--- config.mk ---
export PLATFORM = sky130hd
export DESIGN_NAME = adc_seq_ctrl
export DESIGN_NICKNAME = d
export VERILOG_FILES = /design/src/rtl/adc_seq_pkg.sv /design/src/rtl/adc_clkgen.sv /design/src/rtl/adc_sampler.sv /design/src/rtl/adc_regfile.sv /design/src/rtl/adc_seq_ctrl.sv
export SDC_FILE = /design/constraint.sdc
export NUM_CORES = 1
export LEC_CHECK = 0
export ABC_AREA = 1
export BUFFER_PORTS_ARGS = -buffer_cell sky130_fd_sc_hd__buf_4
export CAP_MARGIN = 20
export CORE_MARGIN = 3
export CORE_UTILIZATION = 50
export CTS_CLUSTER_SIZE = 30
export DETAILED_ROUTE_END_ITERATION = 10
export GPL_TIMING_DRIVEN = 0
export PLACE_DENSITY = 0.7
export REMOVE_ABC_BUFFERS = 1
export SYNTH_ARGS = -nofsm -noshare
export SYNTH_HDL_FRONTEND = slang
export SYNTH_SLANG_ARGS = --single-unit
--- constraint.sdc ---
create_clock -name clk -period 8.1 [get_ports clk]
set_clock_uncertainty 0.05 [all_clocks]
set_input_delay 2.43 -clock clk [delete_from_list [all_inputs] [get_ports clk]]
set_output_delay 2.43 -clock clk [all_outputs]
set_load 0.05 [all_outputs]
--- src/rtl/adc_seq_pkg.sv ---
package adc_seq_pkg;
  localparam int ADDR_W = 4;
  localparam int BUS_W  = 32;

  typedef enum logic [ADDR_W-1:0] {
    A_CTRL    = 4'd0,
    A_RESULT  = 4'd1,
    A_CLKDIV  = 4'd2,
    A_SCAN    = 4'd3,
    A_SCAN_LO = 4'd4,
    A_SCAN_HI = 4'd5
  } reg_addr_e;

  localparam int B_START = 0;
  localparam int B_CHAN  = 1;
  localparam int B_EN    = 4;
  localparam int B_AVG   = 5;
  localparam int B_VREF  = 9;
  localparam int B_BUSY  = 15;

  typedef enum logic [1:0] {S_IDLE, S_REQ, S_WAIT} seq_state_e;
endpackage

--- src/rtl/adc_clkgen.sv ---
module adc_clkgen #(
  parameter int PH_W = 4
) (
  input  logic            clk,
  input  logic            rst_n,
  input  logic            en,
  input  logic [PH_W-1:0] lo_cnt,
  input  logic [PH_W-1:0] hi_cnt,
  output logic            adc_clk
);
  logic            phase_q;
  logic [PH_W-1:0] cnt_q;
  logic [PH_W-1:0] len_raw;
  logic [PH_W:0]   len_eff;
  logic [PH_W:0]   cnt_nxt;

  assign len_raw = phase_q ? hi_cnt : lo_cnt;
  assign len_eff = (len_raw == '0) ? (PH_W+1)'(1) : {1'b0, len_raw};
  assign cnt_nxt = {1'b0, cnt_q} + (PH_W+1)'(1);

  always_ff @(posedge clk or negedge rst_n) begin
    if (!rst_n) begin
      phase_q <= 1'b0;
      cnt_q   <= '0;
    end else if (!en) begin
      phase_q <= 1'b0;
      cnt_q   <= '0;
    end else if (cnt_nxt >= len_eff) begin
      phase_q <= ~phase_q;
      cnt_q   <= '0;
    end else begin
      cnt_q <= cnt_nxt[PH_W-1:0];
    end
  end

  assign adc_clk = phase_q;
endmodule

--- src/rtl/adc_sampler.sv ---
module adc_sampler
  import adc_seq_pkg::*;
#(
  parameter int DW      = 10,
  parameter int NCH     = 8,
  parameter int AVG_W   = 3,
  parameter int AVG_MAX = 4
) (
  input  logic                   clk,
  input  logic                   rst_n,
  input  logic                   start,
  input  logic [$clog2(NCH)-1:0] chan_i,
  input  logic                   vref_i,
  input  logic [AVG_W-1:0]       avg_i,
  output logic                   busy,
  output logic                   done,
  output logic [DW-1:0]          result,
  output logic                   req_valid,
  input  logic                   req_ready,
  output logic [$clog2(NCH)-1:0] req_chan,
  output logic                   req_vref_int,
  input  logic                   smp_valid,
  output logic                   smp_ready,
  input  logic [DW-1:0]          smp_data
);
  localparam int CH_W  = $clog2(NCH);
  localparam int ACC_W = DW + AVG_MAX;
  localparam int CNT_W = AVG_MAX + 1;

  seq_state_e       st_q;
  logic [CH_W-1:0]  chan_q;
  logic             vref_q;
  logic [AVG_W-1:0] n_q;
  logic [AVG_W-1:0] n_start;
  logic [CNT_W-1:0] taken_q;
  logic [CNT_W-1:0] last_idx;
  logic [ACC_W-1:0] acc_q;
  logic [ACC_W-1:0] acc_nxt;
  logic [DW-1:0]    result_q;
  logic             accept;

  assign n_start  = (avg_i > AVG_W'(AVG_MAX)) ? AVG_W'(AVG_MAX) : avg_i;
  assign last_idx = (CNT_W'(1) << n_q) - CNT_W'(1);
  assign accept   = (st_q == S_WAIT) && smp_valid;
  assign acc_nxt  = acc_q + ACC_W'(smp_data);
  assign done     = accept && (taken_q == last_idx);

  always_ff @(posedge clk or negedge rst_n) begin
    if (!rst_n) begin
      st_q     <= S_IDLE;
      chan_q   <= '0;
      vref_q   <= 1'b0;
      n_q      <= '0;
      taken_q  <= '0;
      acc_q    <= '0;
      result_q <= '0;
    end else begin
      unique case (st_q)
        S_IDLE: if (start) begin
          chan_q  <= chan_i;
          vref_q  <= vref_i;
          n_q     <= n_start;
          taken_q <= '0;
          acc_q   <= '0;
          st_q    <= S_REQ;
        end
        S_REQ: if (req_ready) st_q <= S_WAIT;
        S_WAIT: if (accept) begin
          acc_q <= acc_nxt;
          if (done) begin
            result_q <= DW'(acc_nxt >> n_q);
            st_q     <= S_IDLE;
          end else begin
            taken_q <= taken_q + CNT_W'(1);
            st_q    <= S_REQ;
          end
        end
        default: st_q <= S_IDLE;
      endcase
    end
  end

  assign busy         = (st_q != S_IDLE);
  assign req_valid    = (st_q == S_REQ);
  assign smp_ready    = (st_q == S_WAIT);
  assign req_chan     = chan_q;
  assign req_vref_int = vref_q;
  assign result       = result_q;
endmodule

--- src/rtl/adc_regfile.sv ---
module adc_regfile
  import adc_seq_pkg::*;
#(
  parameter int DW    = 10,
  parameter int NCH   = 8,
  parameter int AVG_W = 3,
  parameter int PH_W  = 4
) (
  input  logic                   clk,
  input  logic                   rst_n,
  input  logic                   wr_en,
  input  logic                   rd_en,
  input  logic [ADDR_W-1:0]      addr,
  input  logic [BUS_W-1:0]       wdata,
  output logic [BUS_W-1:0]       rdata,
  input  logic                   busy,
  input  logic                   done,
  input  logic [DW-1:0]          result,
  output logic                   start,
  output logic [$clog2(NCH)-1:0] cfg_chan,
  output logic                   cfg_en,
  output logic [AVG_W-1:0]       cfg_avg,
  output logic                   cfg_vref,
  output logic [PH_W-1:0]        clk_lo,
  output logic [PH_W-1:0]        clk_hi,
  output logic                   irq
);
  localparam int CH_W = $clog2(NCH);
  localparam int HALF = BUS_W / 2;

  logic [BUS_W-1:0] scan_q;
  logic [BUS_W-1:0] ch_q [NCH];
  logic             ch_sel;
  logic             ctrl_wr;
  logic             res_rd;

  assign ch_sel  = addr[ADDR_W-1];
  assign ctrl_wr = wr_en && (addr == A_CTRL);
  assign res_rd  = rd_en && (addr == A_RESULT);
  assign start   = ctrl_wr && !busy && wdata[B_START] && wdata[B_EN];

  always_ff @(posedge clk or negedge rst_n) begin
    if (!rst_n) begin
      cfg_chan <= '0;
      cfg_en   <= 1'b0;
      cfg_avg  <= '0;
      cfg_vref <= 1'b0;
      clk_lo   <= '0;
      clk_hi   <= '0;
      scan_q   <= '0;
      for (int i = 0; i < NCH; i++) ch_q[i] <= '0;
    end else if (wr_en) begin
      if (ch_sel) begin
        ch_q[addr[CH_W-1:0]] <= wdata;
      end else begin
        case (addr)
          A_CTRL: if (!busy) begin
            cfg_chan <= wdata[B_CHAN +: CH_W];
            cfg_en   <= wdata[B_EN];
            cfg_avg  <= wdata[B_AVG +: AVG_W];
            cfg_vref <= wdata[B_VREF];
          end
          A_CLKDIV: begin
            clk_lo <= wdata[0 +: PH_W];
            clk_hi <= wdata[PH_W +: PH_W];
          end
          A_SCAN:    scan_q <= wdata;
          A_SCAN_LO: scan_q[HALF-1:0] <= wdata[HALF-1:0];
          A_SCAN_HI: scan_q[BUS_W-1:HALF] <= wdata[HALF-1:0];
          default: ;
        endcase
      end
    end
  end

  always_ff @(posedge clk or negedge rst_n) begin
    if (!rst_n)      irq <= 1'b0;
    else if (done)   irq <= 1'b1;
    else if (res_rd) irq <= 1'b0;
  end

  always_comb begin
    rdata = '0;
    if (ch_sel) begin
      rdata = ch_q[addr[CH_W-1:0]];
    end else begin
      case (addr)
        A_CTRL: begin
          rdata[B_CHAN +: CH_W]  = cfg_chan;
          rdata[B_EN]            = cfg_en;
          rdata[B_AVG +: AVG_W]  = cfg_avg;
          rdata[B_VREF]          = cfg_vref;
          rdata[B_BUSY]          = busy;
        end
        A_RESULT:  rdata[DW-1:0] = result;
        A_CLKDIV:  rdata[2*PH_W-1:0] = {clk_hi, clk_lo};
        A_SCAN:    rdata = scan_q;
        A_SCAN_LO: rdata[HALF-1:0] = scan_q[HALF-1:0];
        A_SCAN_HI: rdata[HALF-1:0] = scan_q[BUS_W-1:HALF];
        default:   rdata = '0;
      endcase
    end
  end
endmodule

--- src/rtl/adc_seq_ctrl.sv ---
module adc_seq_ctrl
  import adc_seq_pkg::*;
#(
  parameter int DW      = 10,
  parameter int NCH     = 8,
  parameter int AVG_W   = 3,
  parameter int AVG_MAX = 4,
  parameter int PH_W    = 4
) (
  input  logic                   clk,
  input  logic                   rst_n,
  input  logic                   wr_en,
  input  logic                   rd_en,
  input  logic [ADDR_W-1:0]      addr,
  input  logic [BUS_W-1:0]       wdata,
  output logic [BUS_W-1:0]       rdata,
  output logic                   irq,
  output logic                   adc_clk,
  output logic                   req_valid,
  input  logic                   req_ready,
  output logic [$clog2(NCH)-1:0] req_chan,
  output logic                   req_vref_int,
  input  logic                   smp_valid,
  output logic                   smp_ready,
  input  logic [DW-1:0]          smp_data
);
  localparam int CH_W = $clog2(NCH);

  logic             start;
  logic             seq_busy;
  logic             seq_done;
  logic [DW-1:0]    seq_result;
  logic [CH_W-1:0]  cfg_chan;
  logic             cfg_en;
  logic [AVG_W-1:0] cfg_avg;
  logic             cfg_vref;
  logic [PH_W-1:0]  clk_lo;
  logic [PH_W-1:0]  clk_hi;

  adc_regfile #(.DW(DW), .NCH(NCH), .AVG_W(AVG_W), .PH_W(PH_W)) u_regs (
    .clk(clk), .rst_n(rst_n), .wr_en(wr_en), .rd_en(rd_en), .addr(addr),
    .wdata(wdata), .rdata(rdata), .busy(seq_busy), .done(seq_done),
    .result(seq_result), .start(start), .cfg_chan(cfg_chan), .cfg_en(cfg_en),
    .cfg_avg(cfg_avg), .cfg_vref(cfg_vref), .clk_lo(clk_lo), .clk_hi(clk_hi),
    .irq(irq)
  );

  adc_clkgen #(.PH_W(PH_W)) u_clkgen (
    .clk(clk), .rst_n(rst_n), .en(cfg_en), .lo_cnt(clk_lo), .hi_cnt(clk_hi),
    .adc_clk(adc_clk)
  );

  adc_sampler #(.DW(DW), .NCH(NCH), .AVG_W(AVG_W), .AVG_MAX(AVG_MAX)) u_seq (
    .clk(clk), .rst_n(rst_n), .start(start),
    .chan_i(wdata[B_CHAN +: CH_W]), .vref_i(wdata[B_VREF]),
    .avg_i(wdata[B_AVG +: AVG_W]), .busy(seq_busy), .done(seq_done),
    .result(seq_result), .req_valid(req_valid), .req_ready(req_ready),
    .req_chan(req_chan), .req_vref_int(req_vref_int), .smp_valid(smp_valid),
    .smp_ready(smp_ready), .smp_data(smp_data)
  );
endmodule

== Word-level counts from Yosys, hierarchy flattened ==
Index checks and enable logic that the tools add are counted.

* Order comparisons: 4
* Mux-type cells: 36
* Bitwise operators: 4
* Eq/ne operators: 13
* Shifts and indexed selects: 2
* Add/sub/neg operators: 4
* Reduce and logical (&&, ||, !) cells: 27

{| class="wikitable"
|+ Operators with widths
! operator !! count
|-
| $bwmux 256 || 1
|-
| $mux 32 || 4
|-
| $bmux 32 s3 || 1
|-
| $demux 32 s3 || 1
|-
| $pmux 7 s5 || 1
|-
| $pmux 16 s2 || 1
|-
| $mux 14 || 2
|-
| $pmux 14 s2 || 1
|-
| $pmux 5 s2 || 2
|-
| $reduce_and 3->1 || 6
|-
| $mux 16 || 1
|-
| $mux 4 || 4
|-
| $mux 5 || 3
|-
| $add 14x10->14 || 1
|-
| $shr 14x3->10 || 1
|-
| $eq 4x2->1 const B || 2
|-
| $eq 4x3->1 const B || 2
|-
| $logic_and 1x1->1 || 8
|-
| $logic_not 4->1 || 2
|-
| $pmux 1 s4 || 2
|-
| $reduce_and 4->1 || 2
|-
| $reduce_bool 2->1 || 4
|-
| $mux 2 || 3
|-
| $ne 2x1->1 const B || 3
|-
| other kinds (23) || 32
|}

* Logic and storage cells: 116
* Output and inout port bits: 40
* Bits in registers: 348

== Logic depth before layout (Yosys ltp) ==
* Depth in word-level cells: 7
* Gate-level depth with buffers: 17

== Modules after synthesis ==
Synthesis repeated with hierarchy kept, for this count alone.

* Cells, all modules: 2,383
* Area, all modules: 17,760.8 µm²

{| class="wikitable"
|+ Modules (own cells, without submodules)
! module !! times used !! seq. area each (µm²) !! area an instance (µm²) !! cells an instance
|-
| adc_regfile || 1 || 7,632.3 || 14,432.6 || 1,895
|-
| adc_sampler || 1 || 950.9 || 2,947.8 || 442
|-
| adc_clkgen || 1 || 125.1 || 380.4 || 46
|}

== Worst setup path before layout ==
No wires, ideal clock.

* Kind: input port to output port
* From: input port addr[3]
* To: output port rdata[21]
* Arrival time: 4.210 ns
* Cell stages on the path: 5
* Setup slack: 1.410 ns
* Data required time: 5.620 ns
* Path through: buf_2 nor3_2 inv_1 clkbuf_1 o21ai_0

* Word-level cells in the longest chain between the ends: 3

{| class="wikitable"
|+ Ends and longest elaborated chain
! item !! RTL line !! text
|-
| start, declared || adc_seq_ctrl.sv:14 || <nowiki>input logic [ADDR_W-1:0] addr,</nowiki>
|-
| $eq 4x2->1 || adc_regfile.sv:87 || <nowiki>case (addr)</nowiki>
|-
| $mux 16 || adc_regfile.sv:87 ||
|-
| $mux 32 * || adc_regfile.sv:84 || <nowiki>if (ch_sel) begin</nowiki>
|-
| end, declared || adc_seq_ctrl.sv:16 || <nowiki>output logic [BUS_W-1:0] rdata,</nowiki>
|}

Mark *: on every way between the ends. The rest lies on a longest branch, timed or not.

== Worst setup path in the final report ==
* From: input port addr[2]
* To: output port rdata[23]

* Word-level cells in the longest chain between the ends: 5
* Elaborated cells on any way between the ends: 7
* Those cells by class: eq/ne: 1; mux: 5; bitwise: 1

{| class="wikitable"
|+ Ends and longest elaborated chain
! item !! RTL line !! text
|-
| $not 3->4 (implied by the code) || adc_regfile.sv:85 || <nowiki>rdata = ch_q[addr[CH_W-1:0]];</nowiki>
|-
| $bmux 32 s3 || adc_regfile.sv:85 ||
|-
| $mux 32 (implied by the code) (2 in series) || adc_regfile.sv:85 ||
|-
| $mux 32 * || adc_regfile.sv:84 ||
|}

Mark *: on every way between the ends. The rest lies on a longest branch, timed or not. The select of a mux whose other input is x is not followed.

==> impl_metrics.ini <==
[critical_path]
rr_startpoint = u_seq.n_q[0]
critPathMaxFanout = 39
startpoint = addr[2]
arrival_ps = 5470
setup.worst_path.start_class = input pin
crit_required_ps = 5620
crit_type = input pin to output port
end_kind = output port

[cells_and_area]
fin_area_sq_um = 18900
syn2layout_area_growth_pct = 14.7
drive_gt1_share_pct = 10.5
antenna_cells = 0
fin_nets = 2047
nFillCells = 2919

[timing]
drv_slew = 0
max_slew_margin_pct = 31.6
final_hold_viol_count = 0
max_freq_mhz = 126
worst_pin_slew_ps = 1020
rsz0062_at_grt = no
layout_setup_ws_ps = 147
setup_violations = 0
period_share_pct = 98.2
period_minus_slack_ps = 7950
whs_ps = 429

[cts]
ctsHoldBuffers = 0
clk_latency_ps = 530
cts.clk_slew.worst_paths_ps = 60
cts.path.max_buffers = 3
numCtsBuffers = 38
clock_sinks = 348
htree_levels = 2
cts_tree = built
cts-root-buf = clkbuf_16

[run]
max_cap_viol_count = 0

[floorplanning]
dieArea_sq_um = 35200
start_util_pct = 51.5
die_w_um = 188
core_sq_um = 32000
std_cell_rows = 65
chipHeight_um = 188
io_pins = 92

[pwr]
p_clk_share_pct = 33.7
p_sw_uw = 1770
pwr_density_cell_nw_per_um2 = 288
p_leak_uw = 0.00896
p_comb_share_pct = 23.2
seqPwrFrac_pct = 43.1
p_int_uw = 3680
vdd_drop_max_v = 0.000183
sw_frac_of_total_pct = 32.5

[placement]
gp_congestion = 0.893
dp_slack_ps = -376
portBuffers = 91
hpwl_um = 27600
placed_cell_area_sq_um = 17600

[synthesis]
synth_cells = 1959
ys_types = 47
synth_seq_cells = 348
ys_seq_area_share_pct = 52.8
synth_warnings = 0
syn_area_sq_um = 16500
avgSynthCellArea_sq_um = 8.42

[route]
vias = 14400
ant_nets = 0
wl_per_cell_um = 19.4
routed_wl_um = 47300
first_iter_violations = 1723
dr.pass1.iters = 8
drc = 0
via_per_inst = 5.89

[global_routing]
antenna_found_initial = 0
grt_pass1_wl_um = 76100
grt_max_degree = 107
overflow = 0
grt_pass1_vias = 13800
track_usage_pct = 26.8

[outcome]
status = completed

[min_path]
hold_class = flop to flop
min_from = u_regs.ch_q[60]
critical path, stage by stage:
cell     delay, ps
buf_4          300
inv_2          830
nand2_1        260
nor3_2         250
inv_1          490
o21ai_0        590
buf_4          290
power groups by stage:
stage / registers (uW) / logic (uW) / clock network (uW)
4_1_cts: 2340 / 1260 / 1860
3_5_place_dp: 2370 / 1250 / 0
5_1_grt: 2390 / 1440 / 1940
3_3_place_gp: 2350 / 1200 / 0
2_1_floorplan: 2330 / 875 / 0
6_report: 2350 / 1260 / 1840
cell type report:
| class | count | area, sq um | share of cell area [%] |
|---|---|---|---|
| timing repair buffer | 106 | 1050 | 5.53 |
| clock buffer | 50 | 1100 | 5.80 |
| sequential | 348 | 8710 | 46.0 |
| inverter | 124 | 475 | 2.51 |
| multi-input combinational | 1359 | 6810 | 36.0 |
| clock inverter | 17 | 239 | 1.26 |
| tap | 435 | 544 | 2.88 |
synthesized netlist by cell type (all sizes together):
master	n	area share, %
inv	122	2.8
dfrtp	348	53
nand3	99	3.0
o221ai	4	0.21
o21ai	474	14
nand4	8	0.30
nand3b	2	0.091
a22oi	8	0.36
clkinv	2	0.046
a32o	1	0.061
xnor2	6	0.36
xor2	7	0.37
o22ai	6	0.23
nor3	4	0.21
ha	17	1.3
nand2b	1	0.038
clkbuf	88	2.0
fa	1	0.12
nand2	493	11
a31o	1	0.053
o21a	3	0.14
a21boi	1	0.046
o2111ai	4	0.21
o31ai	1	0.046
a221oi	67	3.6
nor2	111	2.9
a22o	1	0.053
o211ai	21	0.96
buf	40	1.2
a21oi	16	0.67
a21o	1	0.046
and2	1	0.038
routing by layer:
| metal | up-vias | wire [um] | part of all wire (%) | track usage (%) |
|---|---|---|---|---|
| li1 | 6689 | - | - | - |
| met1 | 6956 | 20100 | 43 | 38.3 |
| met2 | 648 | 21800 | 46 | 42.3 |
| met3 | 80 | 4340 | 9.2 | 4.95 |
| met4 | 0 | 1010 | 2.1 | 7.24 |
| met5 | - | 0 | 0 | 0 |
path summary, 6_finish.rpt:
kind | endpoint | slack (ps) | cells after the start
max | rdata[23] | 150 | 7
min | u_regs.ch_q[60] | 430 | 2
max reg2reg | u_seq.result[0] | 4810 | 11
min reg2reg | u_regs.ch_q[60] | 430 | 2
max in group asynchronous | u_regs.ch_q[189] | 4900 | 3
min in group asynchronous | u_regs.ch_q[196] | 1790 | 1
per-stage QoR:
| step | utilization, % | instances | setup TNS [ps] | total power, uW |
|---|---|---|---|---|
| 4_1_cts | 59.0 | 2439 | 0 | 5460 |
| 6_report | 59.1 | 2439 | 0 | 5450 |
| 2_1_floorplan | - | 1831 | 0 | 3200 |
| 3_3_place_gp | 53.6 | 2357 | -39550 | 3560 |
| 3_5_place_dp | 54.9 | 2372 | -1680 | 3620 |
| 5_1_grt | 59.1 | 2439 | 0 | 5760 |
placed cells by master, fill, tap and decap left out, types with 6 or more instances in the layout:
master     synthesis  layout
nand3_1           98      98
o211ai_1          21      21
clkbuf_8           0       8
o22ai_1            6       6
inv_1            116     115
nand2_2            4      12
xor2_1             7       7
clkbuf_16          0      39
nor2_4             5       6
ha_1              17      17
o21ai_1           45      45
a21oi_1           10      10
buf_16             0       7
o21ai_0          429     429
nand2_1          487     479
a22oi_1            8       8
nor2_1           103     103
dfrtp_1          348     348
clkinv_2           0       8
buf_4              2      89
nand4_1            8       8
buf_12             0       8
a221oi_1          67      67
sequential cells by signal, indices dropped and copies added (netlist names), 2 cells and up:
register         cells
u_regs.ch_q        256
u_regs.scan_q       32
u_seq.acc_q         14
u_seq.result        10
u_seq.taken_q        5
u_clkgen.cnt_q       4
u_regs.clk_hi        4
u_regs.clk_lo        4
u_regs.cfg_avg       3
u_regs.cfg_chan      3
u_seq.n_q            3
u_seq.req_chan       3
u_seq.st_q           2
cell families after synthesis:
| group | Yosys count | synth area share [%] |
|---|---|---|
| AOI/OAI and AO/OA | 609 | 21.0 |
| DFF | 348 | 52.8 |
| and+or+nand+nor | 719 | 18.0 |
| adders and majority gates | 18 | 1.41 |
| buffers and inverters | 252 | 6.06 |
| xor gates and xnor gates | 13 | 0.736 |
what timing repair did:
item                                    in CTS  in global routing
buffers inserted                             0                  0
endpoints found under the setup margin       5                  5
pin swaps                                    0                  0
resized for setup                            2                  1
Note: power is estimated with default switching activity, not from simulation.
